===== src/rtl/cfilt_pkg.sv =====
package cfilt_pkg;
  localparam int DATA_W    = 32;
  localparam int MAX_ID_W  = 3;
  localparam int FEN_BIT   = 0;
  localparam int SEMEN_BIT = 1;
  localparam int ID_LSB    = 4;
  localparam int WL_LSB    = 16;
  localparam int MUTEX_BIT = 0;

  typedef enum logic {
    SEL_CFG = 1'b0,
    SEL_SEM = 1'b1
  } reg_sel_e;

  function automatic int id_width(input int n);
    return (n <= 2) ? 1 : $clog2(n);
  endfunction
endpackage


===== src/rtl/cfilt_cfg_regs.sv =====
module cfilt_cfg_regs
  import cfilt_pkg::*;
#(
  parameter int NUM_CID = 8,
  parameter int ID_W    = id_width(NUM_CID)
) (
  input  logic              clk_i,
  input  logic              rst_ni,
  input  logic              we_i,
  input  logic [DATA_W-1:0] wdata_i,
  output logic              fen_o,
  output logic              sem_en_o,
  output logic [ID_W-1:0]   scid_o,
  output logic [NUM_CID-1:0] wl_o,
  output logic [DATA_W-1:0] rdata_o
);
  logic               fen_q, sem_en_q;
  logic [ID_W-1:0]    scid_q;
  logic [NUM_CID-1:0] wl_q;

  always_ff @(posedge clk_i or negedge rst_ni) begin
    if (!rst_ni) begin
      fen_q    <= 1'b0;
      sem_en_q <= 1'b0;
      scid_q   <= '0;
      wl_q     <= '0;
    end else if (we_i) begin
      fen_q    <= wdata_i[FEN_BIT];
      sem_en_q <= wdata_i[SEMEN_BIT];
      scid_q   <= wdata_i[ID_LSB +: ID_W];
      wl_q     <= wdata_i[WL_LSB +: NUM_CID];
    end
  end

  always_comb begin
    rdata_o                     = '0;
    rdata_o[FEN_BIT]            = fen_q;
    rdata_o[SEMEN_BIT]          = sem_en_q;
    rdata_o[ID_LSB +: ID_W]     = scid_q;
    rdata_o[WL_LSB +: NUM_CID]  = wl_q;
  end

  assign fen_o    = fen_q;
  assign sem_en_o = sem_en_q;
  assign scid_o   = scid_q;
  assign wl_o     = wl_q;


  cfg_hold_chk: assert property (@(posedge clk_i) disable iff (!rst_ni)
    !we_i |=> $stable(rdata_o));
endmodule


===== src/rtl/cfilt_sema.sv =====
module cfilt_sema
  import cfilt_pkg::*;
#(
  parameter int NUM_CID = 8,
  parameter int ID_W    = id_width(NUM_CID)
) (
  input  logic               clk_i,
  input  logic               rst_ni,
  input  logic               we_i,
  input  logic [DATA_W-1:0]  wdata_i,
  input  logic [ID_W-1:0]    wid_i,
  input  logic               sem_en_i,
  input  logic [NUM_CID-1:0] wl_i,
  output logic               mutex_o,
  output logic [ID_W-1:0]    owner_o,
  output logic [DATA_W-1:0]  rdata_o
);
  logic            mutex_q;
  logic [ID_W-1:0] owner_q;
  logic            wr_listed, take, drop;

  always_comb begin
    wr_listed = 1'b0;
    for (int i = 0; i < NUM_CID; i++)
      if (wid_i == ID_W'(i)) wr_listed = wl_i[i];
  end

  assign take = we_i &&  wdata_i[MUTEX_BIT] && !mutex_q && sem_en_i && wr_listed;
  assign drop = we_i && !wdata_i[MUTEX_BIT] &&  mutex_q && (owner_q == wid_i);

  always_ff @(posedge clk_i or negedge rst_ni) begin
    if (!rst_ni) begin
      mutex_q <= 1'b0;
      owner_q <= '0;
    end else if (take) begin
      mutex_q <= 1'b1;
      owner_q <= wid_i;
    end else if (drop) begin
      mutex_q <= 1'b0;
      owner_q <= '0;
    end
  end

  always_comb begin
    rdata_o                 = '0;
    rdata_o[MUTEX_BIT]      = mutex_q;
    rdata_o[ID_LSB +: ID_W] = owner_q;
  end

  assign mutex_o = mutex_q;
  assign owner_o = owner_q;


  acquire_ok_chk: assert property (@(posedge clk_i) disable iff (!rst_ni)
    (we_i && wdata_i[MUTEX_BIT] && !mutex_o && sem_en_i && wl_i[wid_i])
      |=> (mutex_o && owner_o == $past(wid_i)));

  acquire_held_chk: assert property (@(posedge clk_i) disable iff (!rst_ni)
    (we_i && wdata_i[MUTEX_BIT] && mutex_o) |=> ($stable(mutex_o) && $stable(owner_o)));

  acquire_barred_chk: assert property (@(posedge clk_i) disable iff (!rst_ni)
    (we_i && wdata_i[MUTEX_BIT] && (!sem_en_i || !wl_i[wid_i]))
      |=> ($stable(mutex_o) && $stable(owner_o)));

  foreign_release_chk: assert property (@(posedge clk_i) disable iff (!rst_ni)
    (we_i && !wdata_i[MUTEX_BIT] && owner_o != wid_i) |=> ($stable(mutex_o) && $stable(owner_o)));

  free_owner_zero_chk: assert property (@(posedge clk_i) disable iff (!rst_ni)
    !mutex_o |-> (owner_o == '0));
endmodule


===== src/rtl/cfilt_grant.sv =====
module cfilt_grant
  import cfilt_pkg::*;
#(
  parameter int NUM_CID = 8,
  parameter int ID_W    = id_width(NUM_CID)
) (
  input  logic               fen_i,
  input  logic               sem_en_i,
  input  logic [ID_W-1:0]    scid_i,
  input  logic [NUM_CID-1:0] wl_i,
  input  logic               mutex_i,
  input  logic [ID_W-1:0]    owner_i,
  input  logic [ID_W-1:0]    cid_i,
  output logic               grant_o
);
  logic listed, static_hit, sem_hit;

  always_comb begin
    listed = 1'b0;
    for (int i = 0; i < NUM_CID; i++)
      if (cid_i == ID_W'(i)) listed = wl_i[i];
  end

  assign static_hit = (cid_i == scid_i);
  assign sem_hit    = sem_en_i && listed && (!mutex_i || owner_i == cid_i);
  assign grant_o    = !fen_i || static_hit || sem_hit;
endmodule


===== src/rtl/comp_access_filter.sv =====
module comp_access_filter
  import cfilt_pkg::*;
#(
  parameter int NUM_CID = 8,
  parameter int ID_W    = id_width(NUM_CID)
) (
  input  logic              clk_i,
  input  logic              rst_ni,
  input  logic              reg_we_i,
  input  logic              reg_addr_i,
  input  logic [DATA_W-1:0] reg_wdata_i,
  input  logic [ID_W-1:0]   reg_wid_i,
  output logic [DATA_W-1:0] reg_rdata_o,
  input  logic [ID_W-1:0]   acc_cid_i,
  output logic              acc_grant_o
);
  reg_sel_e           sel;
  logic               fen, sem_en, mutex;
  logic [ID_W-1:0]    scid, owner;
  logic [NUM_CID-1:0] wl;
  logic [DATA_W-1:0]  cfg_rdata, sem_rdata;

  initial assert (NUM_CID >= 1 && ID_W <= MAX_ID_W && NUM_CID <= (1 << ID_W));

  assign sel = reg_sel_e'(reg_addr_i);

  cfilt_cfg_regs #(.NUM_CID(NUM_CID), .ID_W(ID_W)) i_cfg (
    .clk_i, .rst_ni,
    .we_i     (reg_we_i && sel == SEL_CFG),
    .wdata_i  (reg_wdata_i),
    .fen_o    (fen),
    .sem_en_o (sem_en),
    .scid_o   (scid),
    .wl_o     (wl),
    .rdata_o  (cfg_rdata)
  );

  cfilt_sema #(.NUM_CID(NUM_CID), .ID_W(ID_W)) i_sema (
    .clk_i, .rst_ni,
    .we_i     (reg_we_i && sel == SEL_SEM),
    .wdata_i  (reg_wdata_i),
    .wid_i    (reg_wid_i),
    .sem_en_i (sem_en),
    .wl_i     (wl),
    .mutex_o  (mutex),
    .owner_o  (owner),
    .rdata_o  (sem_rdata)
  );

  cfilt_grant #(.NUM_CID(NUM_CID), .ID_W(ID_W)) i_grant (
    .fen_i    (fen),
    .sem_en_i (sem_en),
    .scid_i   (scid),
    .wl_i     (wl),
    .mutex_i  (mutex),
    .owner_i  (owner),
    .cid_i    (acc_cid_i),
    .grant_o  (acc_grant_o)
  );

  assign reg_rdata_o = (sel == SEL_SEM) ? sem_rdata : cfg_rdata;


  open_grant_chk: assert property (@(posedge clk_i) disable iff (!rst_ni)
    !fen |-> acc_grant_o);

  held_deny_chk: assert property (@(posedge clk_i) disable iff (!rst_ni)
    (fen && mutex && acc_cid_i != owner && acc_cid_i != scid) |-> !acc_grant_o);

  static_grant_chk: assert property (@(posedge clk_i) disable iff (!rst_ni)
    (acc_cid_i == scid) |-> acc_grant_o);
endmodule


===== config.mk =====
export PLATFORM = sky130hd
export DESIGN_NAME = comp_access_filter
export DESIGN_NICKNAME = d
export VERILOG_FILES = /design/src/rtl/cfilt_pkg.sv /design/src/rtl/cfilt_cfg_regs.sv /design/src/rtl/cfilt_sema.sv /design/src/rtl/cfilt_grant.sv /design/src/rtl/comp_access_filter.sv
export SDC_FILE = /design/constraint.sdc
export NUM_CORES = 1
export LEC_CHECK = 0
export BUFFER_PORTS_ARGS = -buffer_cell sky130_fd_sc_hd__buf_2
export CAP_MARGIN = 20
export CORE_ASPECT_RATIO = 1.5
export CORE_MARGIN = 3
export CORE_UTILIZATION = 38
export DETAILED_ROUTE_END_ITERATION = 10
export GPL_ROUTABILITY_DRIVEN = 0
export PLACE_DENSITY_LB_ADDON = 0.25
export SETUP_SLACK_MARGIN = 0.5
export SLEW_MARGIN = 5
export SYNTH_ARGS = -nofsm -noshare
export SYNTH_HDL_FRONTEND = slang
export SYNTH_SLANG_ARGS = --single-unit

===== constraint.sdc =====
create_clock -name clk_i -period 1.4 [get_ports clk_i]
set_input_delay 0.14 -clock clk_i [delete_from_list [all_inputs] [get_ports clk_i]]
set_output_delay 0.14 -clock clk_i [all_outputs]
set_load 0.01 [all_outputs]

Yosys cells after proc, flatten, opt, wreduce, memory -nomap -nowiden. Cells that the tools add are included.

Eq/ne operators: 17. Muxes and demuxes: 21. Bitwise gates (word level): 1. Reduce and logical (&&, ||, !) cells: 20.

Operators with widths (number): $eq 3x3->1 const B (8); $mux 24 (1); $mux 1 (18); $eq 3x2->1 const B (4); $logic_and 1x1->1 (11); $eq 3x3->1 (3); $eq 3x1->1 const B (2); $logic_not 3->1 (2); $mux 3 (2); $logic_not 1->1 (3); $logic_or 1x1->1 (3); $reduce_bool 2->1 (1); $not 1->1 (1).

Flip-flop bits (word level): 17. Input port bits: 42. Logic and storage cells: 65.

Depth between registers and ports, before layout. Gate-level depths: netlist (run 1).

Word-level depth: 12. Depth in mapped cells: 5. Depth with buffers taken out: 4.

Cells and area by module. Synthesis (run 1) repeated with hierarchy kept, for this count alone.

Cells, all modules: 177. Area total of the unflattened synthesis: 2010.7 um2.

Modules (own cells, without submodules): cfilt_cfg_regs (times used 1, cells an instance 60, area each 764.5 um2, sequential area each 325.3 um2); cfilt_sema (times used 1, cells an instance 62, area each 548.0 um2, sequential area each 100.1 um2); comp_access_filter (times used 1, cells an instance 38, area each 544.3 um2, sequential area each 0.0 um2); cfilt_grant (times used 1, cells an instance 17, area each 153.9 um2, sequential area each 0.0 um2).

Least setup slack after synthesis (run 1). Ideal clock, no wire load.

Path type: reg2out. Start point: register i_cfg.wl_q[7] (netlist: i_cfg.wl_o[7]). End point: output port acc_grant_o. Data arrival time: 1213 ps. Slack: 47 ps. Cell stages (with the launch flop): 5. Path buffers: 0. Path through: dfrtp_1 mux4_2 nand2b_1 o2111ai_1 o311ai_1.

Cells in the longest elaborated chain, start to end: 4.

Ends and longest elaborated chain: start, declared (RTL line cfilt_cfg_regs.sv:19) `logic [NUM_CID-1:0] wl_q;`; start signal, assigned (RTL line cfilt_cfg_regs.sv:31) `wl_q <= wdata_i[WL_LSB +: NUM_CID];`; $mux 1 (RTL line cfilt_grant.sv:21) `if (cid_i == ID_W'(i)) listed = wl_i[i];`; $logic_and 1x1->1 (2 in a row) (RTL line cfilt_grant.sv:25) `assign sem_hit = sem_en_i && listed && (!mutex_i || owner_i == cid_i);`; $logic_or 1x1->1 (RTL line cfilt_grant.sv:26) `assign grant_o = !fen_i || static_hit || sem_hit;`; end, declared (RTL line comp_access_filter.sv:15) `output logic acc_grant_o`.

Every way passes these cells.

Final worst setup path (run 1).
Start point: register i_cfg.wl_q[6] (netlist: i_cfg.wl_o[6]). End point: output port acc_grant_o.

Cells in the longest elaborated chain, start to end: 5.

Ends and longest elaborated chain (RTL line): $mux 1 (2 in a row) (cfilt_grant.sv:21); $logic_and 1x1->1 (2 in a row) (cfilt_grant.sv:25); $logic_or 1x1->1 (cfilt_grant.sv:26).

Every way passes these cells.

==> flow_summary.yaml, run 1 <==
yosys:
  synth_most_common_cell: "buf_4"
  ys.flop_type: "dfrtp_1"
  yosysSeqAreaShare_pct: 36.44
  syn_avg_cell_area_um2: 11.56
  synth_seq_cells: 17
  synth_top_cell_by_area: "dfrtp_1"
  netlist_instances: 101
  synth.area.top_cells: "dfrtp_1 (36%), mux2_2 (16%), buf_4 (13%)"
  synthesis.area_um2: 1167
  synth_common_cells: "buf_4 (20), dfrtp_1 (17), mux2_2 (17), nor2b_1 (11), xor2_1 (6)"
  synth-async-reset-ratio_pct: 100.0
  yosys.area.top_type_share_pct: 36.44
  synth_edf_count: 0
  synth.distinct_cells: 22
  yosysWarnings: 0
timing:
  fin_crit_ns: 1.750
  whs_ns: 0.1136
  drv_slew: 0
  hold_viol: 0
  setup_tns_ns: -1.332
  fmax_ghz: 0.5714
  skew_ns: 0.007828
  setup_viol: 6
  setup_ws_ns: -0.3501
  finalCritPeriodShare_pct: 125.0
  grt_setup_unrepaired: "true"
layout:
  insertedDiodeCount: 0
  syn_to_final_growth_pct: 53.80
  fillers: 253
  final_core_util_pct: 61.64
  seq_area_um2: 425.4
  drive_gt1_share_pct: 59.88
  fin_nets: 210
  multi_input_area_um2: 730.7
place:
  portBuffers: 36
  hpwlAfterDp_um: 2137
clock_tree:
  cts_tree: "built"
  clock-sinks: 17
  clock_latency_ns: 0.25
  cts_root_buffer: "clkbuf_8"
  htreeDepth: 1
  clk_path_buf_depth: 2
  clk_pin_slew_ns: 0.07
  numCtsBuffers: 3
job:
  maxCapViolCount: 0
critical_path:
  crit_arrival_ns: 1.61
  required_ns: 1.26
  end_kind: "primary output"
  critPathLaunchType: "register"
  setup.worst_path.class: "reg -> out"
  crit_fanout: 2
drt:
  viasPerCell: 4.539
  num_vias: 935
  routed.top_layer: "met4"
  drt-total-wl_um: 2951
  postRouteAntennaNets: 0
  drtIter0Drc: 2
  drt-pass1-iter-count: 3
  wl_per_cell_um: 14.33
  wl_met3_um: 133
  drt-met1-wl_um: 1088
  drc: 0
  met2WireLength_um: 1719
floorplanning:
  die_w_um: 51.26
  core_area_um2: 2913
  initial_utilization_pct: 40.08
  die_h_um: 73.89
  die-area_um2: 3787
  rows: 24
  io_pins: 75
global_route:
  grt_use_total_pct: 15.86
  grt_pass1_wl_um: 4609
  grt_pass1_vias: 1027
  grt_max_degree: 18
  overflow: 0
  grt_antenna_before_repair: 0
power:
  power_density_nw_per_um2: 1184
  fin_total_pwr_mw: 2.125
  p_leak_nw: 0.9036
  ir_drop_v: 0.001069
worst_hold_path:
  min_path_type: "in -> reg"
status:
  status: "finished with violations"
  violations: "setup timing"
[final cells by class]
type | count | area share (%)
Multi-Input combinational cell | 77 | 40.70
Timing Repair Buffer | 66 | 29.69
Sequential cell | 17 | 23.69
Tap cell | 39 | 2.718
Clock buffer | 3 | 2.300
Inverter | 3 | 0.6272
Clock inverter | 1 | 0.2787
[report_power, final]
group | internal (mW) | switching [mW] | total, mW
combinational | 0.664 | 0.385 | 1.05
sequential | 0.599 | 0.107 | 0.706
clock | 0.197 | 0.173 | 0.370
total | 1.46 | 0.665 | 2.13
[metrics by stage]
step           setup WS [ns]  cells  area (um2)
6_report             -0.3501    206        1795
5_1_grt              -0.4146    206        1795
4_1_cts              -0.3492    201        1690
3_5_place_dp        -0.09964    190        1513
3_3_place_gp        -0.07371    190        1513
2_1_floorplan        0.08936    119        1323
[placed cells by master, fill, tap and decap left out]
cell type,instances
a21oi_4,1
a21o_2,1
o311ai_2,1
nand4_1,2
mux2i_1,3
o31ai_2,1
inv_1,3
clkinv_2,1
mux2_4,15
buf_12,1
o2111ai_2,1
nand2b_4,1
nand2_1,3
nor2b_1,9
buf_4,8
buf_6,26
xor2_1,6
nand2_2,2
nor2b_4,2
dfrtp_1,17
xnor2_1,3
clkbuf_8,3
and4b_1,1
buf_2,30
mux4_2,4
conb_1,19
dlygate4sd3_1,1
mux2_2,2
[layer usage]
layer	GRT usage [%]	vias to the layer above
li1	-	438
met3	1.217	2
met4	2.624	0
met5	0	-
met1	18.47	460
met2	31.28	35
[flip-flops by register name (all words and copies together) (netlist names)]
signal	flops
i_sema.owner_o	3
i_cfg.sem_en_o	1
i_sema.mutex_o	1
i_cfg.fen_o	1
i_cfg.scid_o	3
i_cfg.wl_o	8
[kinds of logic after synthesis]
family / share of synthesized area (%)
xor+xnor: 6.753
simple gates: 10.40
compound gates: 4.288
other cells: 0.3212
mux: 27.33
flops: 36.44
buf+inv: 14.47
[what timing repair did]
| action | 4_1_cts | 5_1_grt |
|---|---|---|
| gates cloned | 0 | 0 |
| pin swaps | 1 | 2 |
| hold buffers | 1 | 0 |
| resized for setup | 18 | 17 |
| buffers inserted | 6 | 5 |
| endpoints found under the setup margin | 27 | 26 |
| endpoints found under the hold margin | 17 | 0 |
[worst max-delay path, cell delays in order (launching register included)]
cell and delay (ns):
dfrtp_1 0.40, mux4_2 0.47, nand2b_4 0.15, o2111ai_2 0.06, o311ai_2 0.12, buf_2 0.15
[final timing paths]
kind / from / end / slack, ns / cells past startpoint
min in group asynchronous: rst_ni / i_cfg.wl_o[5] / 0.34 / 2
setup reg to reg: i_cfg.wl_o[0] / i_sema.mutex_o / -0.27 / 7
setup / recovery: i_cfg.wl_o[6] / acc_grant_o / -0.35 / 5
hold reg to reg: i_cfg.fen_o / i_cfg.fen_o / 0.58 / 1
max in group asynchronous: rst_ni / i_sema.mutex_o / 0.77 / 2
hold / removal: reg_wdata_i[17] / i_cfg.wl_o[1] / 0.11 / 2
(Power assumes the default switching activity.)
==> run 2: changes to the inputs <==
CORE_UTILIZATION = 42   (was 38)
clock period = 1.7 ns   (was 1.4 ns; I/O delays follow)
==> flow_summary.yaml, run 2 (synthesized netlist as in run 1, its figures left out) <==
place:
  portBuffers: 36
  pre_cts_ws_ns: 0.1365
  hpwlAfterDp_um: 1927
  placed_area_um2: 1330
drt:
  drt-pass1-iter-count: 4
  postRouteAntennaNets: 0
  num_vias: 894
  drtIter0Drc: 14
  viasPerCell: 4.730
  drt-total-wl_um: 2748
  drc: 0
  wl_per_cell_um: 14.54
global_route:
  grt_pass1_vias: 956
  overflow: 0
  grt_pass1_wl_um: 4347
  grt_use_total_pct: 16.15
  grt_antenna_before_repair: 0
  grt_max_degree: 18
layout:
  insertedDiodeCount: 0
  largest_reg_flops: 8
  syn_to_final_growth_pct: 37.19
  fin_area_um2: 1602
  layout.cells.most_common_list: "buf_2 (28), conb_1 (19), buf_6 (16)"
  fillers: 221
  layout_commonest_cell: "buf_2"
  fin_nets: 196
  drive_gt1_share_pct: 59.48
critical_path:
  critPathLaunch: "i_cfg.wl_o[6]"
  setup.worst_path.class: "reg -> out"
  r2r_start: "i_cfg.wl_o[4]"
  crit_arrival_ns: 1.67
  required_ns: 1.53
  critical_path.endpoint: "acc_grant_o"
  crit_fanout: 2
  end_kind: "primary output"
  critPathLaunchType: "register"
  r2r_slack_ns: 0.13
  reg2reg_to: "i_sema.mutex_o"
  rr_worst_depth: 6
clock_tree:
  clock-sinks: 17
  cts_tree: "built"
  numCtsBuffers: 3
  clock_latency_ns: 0.29
  htreeDepth: 1
  cts_root_buffer: "clkbuf_4"
  clk_pin_slew_ns: 0.11
  clk_path_buf_depth: 2
floorplanning:
  core_area_um2: 2560
  die_h_um: 70.57
  io_pins: 75
  die_w_um: 49.05
  die-area_um2: 3461
  rows: 22
  initial_utilization_pct: 45.60
power:
  p_leak_nw: 0.7800
  fin_total_pwr_mw: 1.548
  power_density_nw_per_um2: 966.3
  ir_drop_v: 0.0006176
worst_hold_path:
  min_path_type: "in -> reg"
timing:
  setup_viol: 1
  fin_crit_ns: 1.845
  fmax_ghz: 0.5421
  hold_viol: 0
  whs_ns: 0.1013
  setup_ws_ns: -0.1445
  grt_setup_unrepaired: "true"
  skew_ns: 0.01251
  finalCritPeriodShare_pct: 108.5
  drv_slew: 0
job:
  maxCapViolCount: 0
status:
  status: "finished with violations"
  violations: "setup timing"
-- run 2: cell count changes in the layout (fill, tap and decap cells not counted), sizes merged --
cell | before | now
buf | 65 | 51
-- run 2: worst max-delay path, cell delays in order, from the launching register on --
cell and delay, ns:
dfrtp_1 0.41, mux4_2 0.48, nand2b_4 0.16, o2111ai_2 0.07
o311ai_2 0.12, buf_2 0.16
-- run 2: report_power, final --
part           leakage [nW]  switching [mW]  internal, mW  total (mW)
Combinational         0.562           0.292         0.450       0.743
Sequential            0.201          0.0939         0.497       0.591
Clock                0.0177           0.127        0.0874       0.214
-- run 2: metal layers --
layer	vias to the layer above	part of all wire [%]	global-route usage, %
met1	427	35	16.85
met5	-	0	0
met3	6	7.2	3.158
met4	0	2.0	8.228
met2	47	56	30.11
li1	414	-	-
-- run 2: timing repair --
item / CTS / global route
hold buffers: 1 / 0
buffers inserted: 9 / 5
pin swaps: 4 / 0
setup endpoints to repair: 9 / 18
hold endpoints to repair: 17 / 0
resized for setup: 19 / 10
-- run 2: how the worst min path moves through the flow --
stage / from / to / depth (start not counted)
3_5_place_dp: rst_ni / i_cfg.wl_o[7] / 1
5_1_grt: reg_wdata_i[20] / i_cfg.wl_o[4] / 2
3_3_place_gp: rst_ni / i_cfg.wl_o[5] / 1
6_report: reg_wdata_i[22] / i_cfg.wl_o[6] / 2
2_1_floorplan: rst_ni / i_cfg.fen_o / 0
4_1_cts: reg_wdata_i[22] / i_cfg.wl_o[6] / 2
-- run 2: final cells by class --
| cell class | instances | area, um2 | area share (%) |
|---|---|---|---|
| Sequential cell | 17 | 427.9 | 26.72 |
| Clock buffer | 3 | 22.52 | 1.406 |
| Inverter | 3 | 11.26 | 0.7031 |
| Timing Repair Buffer | 52 | 382.9 | 23.91 |
| Multi-Input combinational cell | 77 | 706.9 | 44.14 |
| Tap cell | 36 | 45.04 | 2.812 |
| Clock inverter | 1 | 5.005 | 0.3125 |
-- run 2: stage by stage --
stage                     setup TNS [ns]  util (%)  instances
final                            -0.1445     62.56        189
after global routing             -0.2342     62.56        189
after global placement                 0     51.96        170
after floorplan                        0         -        119
after detailed placement               0     51.96        170
after CTS                        -0.1609     59.09        184
==> run 3: changes to the inputs <==
CORE_MARGIN = unset   (was 3)
==> flow_summary.yaml, run 3 (synthesized netlist as in run 1, its figures left out) <==
status:
  violations: "setup timing"
  status: "finished with violations"
floorplanning:
  io_pins: 75
  core_area_um2: 2648
  initial_utilization_pct: 44.09
  die-area_um2: 2999
  die_h_um: 66.57
  rows: 23
  die_w_um: 45.05
global_route:
  grt_pass1_wl_um: 3946
  grt_antenna_before_repair: 0
  grt_pass1_vias: 872
  met1_usage_pct: 20.45
  grt_util_met3_pct: 1.626
  grt_use_total_pct: 18.21
  grt_max_degree: 18
  overflow: 0
  grt_use_met2_pct: 33.33
  top_usage_layer: "met2"
place:
  pre_cts_ws_ns: 0.1717
  placed_area_um2: 1339
  portBuffers: 36
  place_inst: 172
  hpwlAfterDp_um: 1821
clock_tree:
  clock_latency_ns: 0.25
  clk_pin_slew_ns: 0.07
  cts_tree: "built"
  numCtsBuffers: 3
  clk_path_buf_depth: 2
  clock-sinks: 17
  htreeDepth: 1
  cts_root_buffer: "clkbuf_8"
layout:
  largest_reg_flops: 8
  layout.cells.most_common_list: "buf_2 (30), conb_1 (19), dfrtp_1 (15)"
  drive_gt1_share_pct: 56.76
  fin_nets: 191
  final_cells: 185
  fillers: 253
  syn_to_final_growth_pct: 32.05
  fin_area_um2: 1541
  layout_commonest_cell: "buf_2"
  insertedDiodeCount: 0
timing:
  drv_slew: 0
  hold_viol: 0
  fmax_ghz: 0.5634
  skew_ns: 0.006045
  setup_viol: 1
  setup_ws_ns: -0.07490
  grt_setup_unrepaired: "true"
  fin_crit_ns: 1.775
  finalCritPeriodShare_pct: 104.4
power:
  ir_drop_v: 0.0006294
  power_density_nw_per_um2: 1013
  p_leak_nw: 0.7459
drt:
  drtIter0Drc: 17
  viasPerCell: 4.616
  drt-pass1-iter-count: 4
  postRouteAntennaNets: 0
  num_vias: 854
  drt-total-wl_um: 2487
  wl_per_cell_um: 13.44
  drc: 0
critical_path:
  critical_path.slowest_cell: "mux4_2"
  cp_cell_sequence: "mux4_2, nand2b_4, o2111ai_2, o311ai_2, buf_2"
  required_ns: 1.53
  slowest_delay_ns: 0.46
  crit_family: "multiplexers"
  crit_fanout: 4
  setup.worst_path.class: "reg -> out"
  crit_arrival_ns: 1.60
  end_kind: "primary output"
  crit_buf_inv: 1
  critPathLaunchType: "register"
job:
  maxCapViolCount: 0
worst_hold_path:
  min_path_type: "in -> reg"
## run 3: cell type report
| cell class | instances | area [um2] | area share (%) |
|---|---|---|---|
| Sequential cell | 17 | 427.9 | 27.76 |
| Tap cell | 37 | 46.29 | 3.003 |
| Clock buffer | 3 | 41.29 | 2.679 |
| Clock inverter | 1 | 5.005 | 0.3247 |
| Multi-Input combinational cell | 77 | 691.9 | 44.89 |
| Inverter | 3 | 11.26 | 0.7305 |
| Timing Repair Buffer | 47 | 317.8 | 20.62 |
## run 3: metal layers
layer  vias up  part of all wire, %
li1        400                    -
met1       409                   36
met2        43                   58
met3         2                  5.4
met4         0                 0.56
met5         -                    0
## run 3: final timing paths
check                                 from                 to  slack (ns)  depth (start not counted)
min                        reg_wdata_i[22]      i_cfg.wl_o[6]        0.15                          2
min reg2reg                i_cfg.scid_o[2]    i_cfg.scid_o[2]        0.56                          1
max reg2reg                  i_cfg.wl_o[4]     i_sema.mutex_o        0.23                          5
max                          i_cfg.wl_o[3]        acc_grant_o       -0.07                          5
min in group asynchronous           rst_ni      i_cfg.wl_o[6]        0.37                          2
max in group asynchronous           rst_ni  i_sema.owner_o[1]        1.04                          2
## run 3: report_power, final
part	total (mW)	internal, mW	switching [mW]	leakage [nW]
clock	0.295	0.162	0.133	0.0255
sequential	0.602	0.498	0.104	0.201
combinational	0.665	0.401	0.264	0.520
## run 3: stage by stage
| step | power [mW] | util, % | hold slack [ns] | setup TNS, ns |
|---|---|---|---|---|
| floorplan | 0.9403 | - | -0.1256 | 0 |
| global placement | 1.057 | 50.57 | 0.1058 | 0 |
| detailed placement | 1.077 | 50.57 | 0.1132 | 0 |
| CTS | 1.529 | 56.24 | 0.1442 | -0.08601 |
| global route | 1.663 | 58.22 | 0.1445 | -0.1568 |
| finish | 1.562 | 58.22 | 0.1471 | -0.07490 |
## run 3: repair_timing
| action | in CTS | in global routing |
|---|---|---|
| hold buffers | 1 | 0 |
| setup buffers | 5 | 3 |
| resized for setup | 13 | 7 |
| endpoints found under the hold margin | 17 | 0 |
| pin swaps | 3 | 0 |
| setup endpoints to repair | 9 | 11 |
